`config.mk`:
```
export PLATFORM = sky130hd
export DESIGN_NAME = priv_stack_ctrl
export DESIGN_NICKNAME = d
export VERILOG_FILES = /design/src/rtl/priv_stack_ctrl.sv
export SDC_FILE = /design/constraint.sdc
export NUM_CORES = 1
export LEC_CHECK = 0
export BUFFER_PORTS_ARGS = -buffer_cell sky130_fd_sc_hd__buf_2
export CORE_MARGIN = 2
export CORE_UTILIZATION = 55
export CTS_CLUSTER_SIZE = 8
export DETAILED_ROUTE_END_ITERATION = 10
export PLACE_DENSITY = 0.81
export SETUP_SLACK_MARGIN = 0.15
export SYNTH_ARGS = -nofsm -noshare
export SYNTH_HDL_FRONTEND = slang
export SYNTH_SLANG_ARGS = --single-unit
```
`constraint.sdc`:
```
create_clock -name clk -period 2.6 [get_ports clk]
set_clock_uncertainty 0.2 [all_clocks]
set_input_delay 0.39 -clock clk [delete_from_list [all_inputs] [get_ports clk]]
set_output_delay 0.39 -clock clk [all_outputs]
set_load 0.005 [all_outputs]
```
`src/rtl/priv_stack_ctrl.sv`:
```
module priv_stack_ctrl #(
  parameter int W = 32
) (
  input  logic         clk,
  input  logic         rst_n,
  input  logic         exc_entry,
  input  logic         exc_return,
  input  logic         ret_explicit,
  input  logic         ret_handler,
  input  logic         ret_user,
  input  logic         ret_psp,
  input  logic         ctrl_wr,
  input  logic [1:0]   ctrl_wdata,
  input  logic         sp_wr,
  input  logic [W-1:0] sp_wdata,
  output logic         handler_mode,
  output logic         user_level,
  output logic         stack_sel,
  output logic [W-1:0] sp_value,
  output logic         illegal_wr
);
  logic hnd_q, npriv_q, psel_q;
  logic sv_hnd_q, sv_npriv_q, sv_psel_q;
  logic [W-1:2] msp_q, psp_q;
  logic ill_q;

  assign handler_mode = hnd_q;
  assign user_level   = npriv_q & ~hnd_q;
  assign stack_sel    = psel_q & ~hnd_q;
  assign sp_value     = {stack_sel ? psp_q : msp_q, 2'b00};
  assign illegal_wr   = ill_q;

  wire ctrl_ok = ctrl_wr & ~exc_entry & ~exc_return;
  wire priv_wr = ctrl_ok & ~user_level;
  wire denied  = ctrl_ok & user_level & ~ctrl_wdata[0];

  always_ff @(posedge clk or negedge rst_n) begin
    if (!rst_n) begin
      hnd_q      <= 1'b0;
      npriv_q    <= 1'b0;
      psel_q     <= 1'b0;
      sv_hnd_q   <= 1'b0;
      sv_npriv_q <= 1'b0;
      sv_psel_q  <= 1'b0;
      ill_q      <= 1'b0;
    end else begin
      ill_q <= denied;
      if (exc_entry) begin
        sv_hnd_q   <= hnd_q;
        sv_npriv_q <= npriv_q;
        sv_psel_q  <= psel_q;
        hnd_q      <= 1'b1;
        npriv_q    <= 1'b0;
        psel_q     <= 1'b0;
      end else if (exc_return) begin
        hnd_q   <= ret_explicit ? ret_handler : sv_hnd_q;
        npriv_q <= ret_explicit ? ret_user    : sv_npriv_q;
        psel_q  <= ret_explicit ? ret_psp     : sv_psel_q;
      end else if (priv_wr) begin
        npriv_q <= ctrl_wdata[0];
        psel_q  <= ctrl_wdata[1];
      end
    end
  end

  always_ff @(posedge clk or negedge rst_n) begin
    if (!rst_n) begin
      msp_q <= '0;
      psp_q <= '0;
    end else if (sp_wr) begin
      if (stack_sel) psp_q <= sp_wdata[W-1:2];
      else           msp_q <= sp_wdata[W-1:2];
    end
  end


  entry_priv_chk: assert property (@(posedge clk) disable iff (!rst_n)
    exc_entry |=> handler_mode && !user_level && !stack_sel);


  raise_blocked_chk: assert property (@(posedge clk) disable iff (!rst_n)
    (user_level && !exc_entry && !exc_return) |=> user_level);


  illegal_pulse_chk: assert property (@(posedge clk) disable iff (!rst_n)
    $rose(illegal_wr) |-> $past(ctrl_wr && user_level && !ctrl_wdata[0]));


  sp_write_chk: assert property (@(posedge clk) disable iff (!rst_n)
    (sp_wr && !exc_entry && !exc_return && !ctrl_wr) |=>
      sp_value == {$past(sp_wdata[W-1:2]), 2'b00});


  handler_main_chk: assert property (@(posedge clk) disable iff (!rst_n)
    $rose(handler_mode) |-> !stack_sel && !user_level);
endmodule

```
==> metrics.txt <==
via count=1823; status=complete, no violations; crit-path leading delay family=flip-flops; CTS tree=yes; min-delay src=ctrl_wdata[0]; register bit count reported by yosys=67; vias per cell=5.21; Mean Syn Cell Area=15.3 µm²; Die Ht=77.4 µm; Worst R2R Start=handler_mode; fmax=445 MHz; post-layout min period=2.25 ns; Worst Path Arrival=1.66 ns; Startpoint Class=flop; Syn. warnings=0; CTS Root Buffer Type=clkbuf_8; chip width=77.4 µm; core area=5170 µm²; area grow syn2layout=21.9%; CP Capture Type=primary output; Final Hold Viols=0; CTS buffer count=9; Synth Area in Compound Gates=1.39%; Synth Area in XOR/XNOR=0%; Fillers=363; htree depth=3; Max Slew Vio Count=0; Peak supply drop=0.000422 V; Setup violations, final=0; mux cell area share after synthesis=36.3%; cell area after synthesis=2970 µm²; adder-cell share of the synthesized area=0%; IO buf count=75; Starting Density=57.4%; first-pass GRT wire length=8.95 mm; Seq/Total Area, Yosys=56.5%; CP max-delay cell=dfrtp_1; GRT overflow=0; slowest stage delay, CP=0.45 ns; layout cell share with drive strength beyond 1=68.6%; clock transition at the registers of the reported paths=0.06 ns; WS Path Type=reg -> out; Register-to-Register Setup Slack=0.59 ns; gr usage total=19.3%; Worst Hold End=illegal_wr; Simple-Gate Fraction of Synth Area=1.98%; antenna violation net count after detailed routing=0; CP bufs+invs=2; row cnt=26; n_diodes=0; cell count after synthesis=194; pin count of the biggest net entering global routing=55; Detailed Place HPWL=3.72 mm; WHS=0.0321 ns; required time of the critical path=2.01 ns; vias in the first global route=1959; Die ar.=6000 µm²; largest family of logic cells by synthesized area=multiplexers; HP Class=in -> reg; unrepaired setup endpoints after global routing=no; Critical Path, Cell by Cell=nor2b_4 > buf_4 > mux2_2 > buf_2; reg2reg end=msp_q[26]; aggregate negative setup slack=0 ns; Leak=1.73 nW; Clock Latency Late Sink=0.33 ns; drt initial violations=71; WHS Path Cells=2; routability cong.=0.721; DRT Pass-1 Iters=4; # DRC=0; power density over the cells=680 nW/µm²; CTS sink cnt=67; CP Max Fanout=7; initial antenna violation count=0; Max Cap Viol=0; Clock Tree Buf Depth=2; Worst R2R Path Depth=4; Total Wirelength=5.27 mm; fin crit share=86.5%; Nets=320; # IOs=80; Avg WL per Cell=15.0 µm; post-synth cell types=21
-- layout make-up --
cell class / count / area [µm²] / area share, %
clock buffers: 13 / 169 / 4.67
clock inverters: 2 / 10.0 / 0.277
inverters: 2 / 7.51 / 0.208
multi-input cells: 113 / 1190 / 32.9
flip-flops and latches: 67 / 1680 / 46.4
well taps: 70 / 87.6 / 2.42
repair buffers: 83 / 475 / 13.1
-- cell usage in the layout (no fill, tap or decap) --
master and n:
buf_2 75, nor4b_1 1, conb_1 2, mux2i_1 3, nand2_1 2, inv_1 2, a31oi_1 1, a221oi_1 2
buf_4 4, a211oi_1 1, clkbuf_1 1, o21ai_0 1, clkinv_2 2, nor2_1 2, nand2b_4 1, mux2_2 93
buf_12 3, dlygate4sd3_1 1, dfrtp_1 67, clkbuf_8 12, nand2b_1 1, a21oi_1 1, nor2b_4 1, or2_2 1
-- registers in the layout, indices dropped and copies added (netlist names) --
register	count
handler_mode	1
illegal_wr	1
msp_q	30
npriv_q	1
psel_q	1
psp_q	30
sv_hnd_q	1
sv_npriv_q	1
sv_psel_q	1
-- where the power goes --
group          switching (W)  total [W]  leakage, nW  internal (W)
registers          0.0000796    0.00129        0.826       0.00121
clock network       0.000350   0.000766       0.0953      0.000416
logic               0.000147   0.000399        0.813      0.000253
-- cell families (layout without fill, tap and decap cells) --
logic type / Yosys count / after routing
compound gates: 6 / 6
simple gates: 9 / 9
mux: 96 / 96
flops: 67 / 67
other cells: 1 / 2
buf+inv: 15 / 100
-- synth_stat cells (all sizes together) --
| cell type | n | share of area, % |
|---|---|---|
| inv | 2 | 0.25 |
| a31oi | 1 | 0.21 |
| nand2 | 2 | 0.25 |
| nor2b | 1 | 0.30 |
| o21ai | 1 | 0.17 |
| a221oi | 2 | 0.59 |
| a21oi | 1 | 0.17 |
| dfrtp | 67 | 57 |
| mux2 | 93 | 35 |
| a211oi | 1 | 0.25 |
| nor4b | 1 | 0.30 |
| nor2 | 2 | 0.25 |
| nand2b | 2 | 0.67 |
| or2 | 1 | 0.21 |
| conb | 1 | 0.13 |
| buf | 12 | 3.3 |
| mux2i | 3 | 1.0 |
| clkbuf | 1 | 0.13 |
-- how the worst max path moves through the flow --
stage | to | slack [ns] | from | depth (start not counted)
6_report | sp_value[7] | 0.35 | handler_mode | 4
5_1_grt | sp_value[2] | 0.24 | handler_mode | 4
3_5_place_dp | sp_value[26] | 0.53 | handler_mode | 4
2_1_floorplan | sp_value[20] | 0.80 | handler_mode | 4
3_3_place_gp | sp_value[29] | 0.54 | handler_mode | 4
4_1_cts | sp_value[26] | 0.17 | handler_mode | 4
-- per-layer routing --
| layer | up-vias | share of wire, % | wire (µm) | GRT usage (%) |
|---|---|---|---|---|
| li1 | 855 | - | - | - |
| met1 | 904 | 45 | 2370 | 24.0 |
| met2 | 53 | 49 | 2580 | 31.9 |
| met3 | 11 | 3.9 | 203 | 3.84 |
| met4 | 0 | 2.1 | 111 | 9.82 |
| met5 | - | 0 | 0 | 0 |
-- stage by stage --
| stage | instances | utilization, % | setup WS [ns] | instance area [µm²] | power [W] |
|---|---|---|---|---|---|
| after floorplan | 195 | - | 0.803 | 2970 | 0.00154 |
| after global placement | 332 | 66.0 | 0.539 | 3410 | 0.00169 |
| after detailed placement | 332 | 66.0 | 0.526 | 3410 | 0.00172 |
| after CTS | 348 | 69.6 | 0.170 | 3600 | 0.00249 |
| after global routing | 350 | 69.9 | 0.237 | 3620 | 0.00259 |
| final | 350 | 69.9 | 0.351 | 3620 | 0.00246 |
-- what timing repair did --
action,in CTS,in global routing
hold buffers,1,0
resized for setup,0,0
setup endpoints to repair,0,24
hold endpoints to repair,13,0
buffers inserted,0,2
No activity file was read; power rests on OpenSTA's default activity.
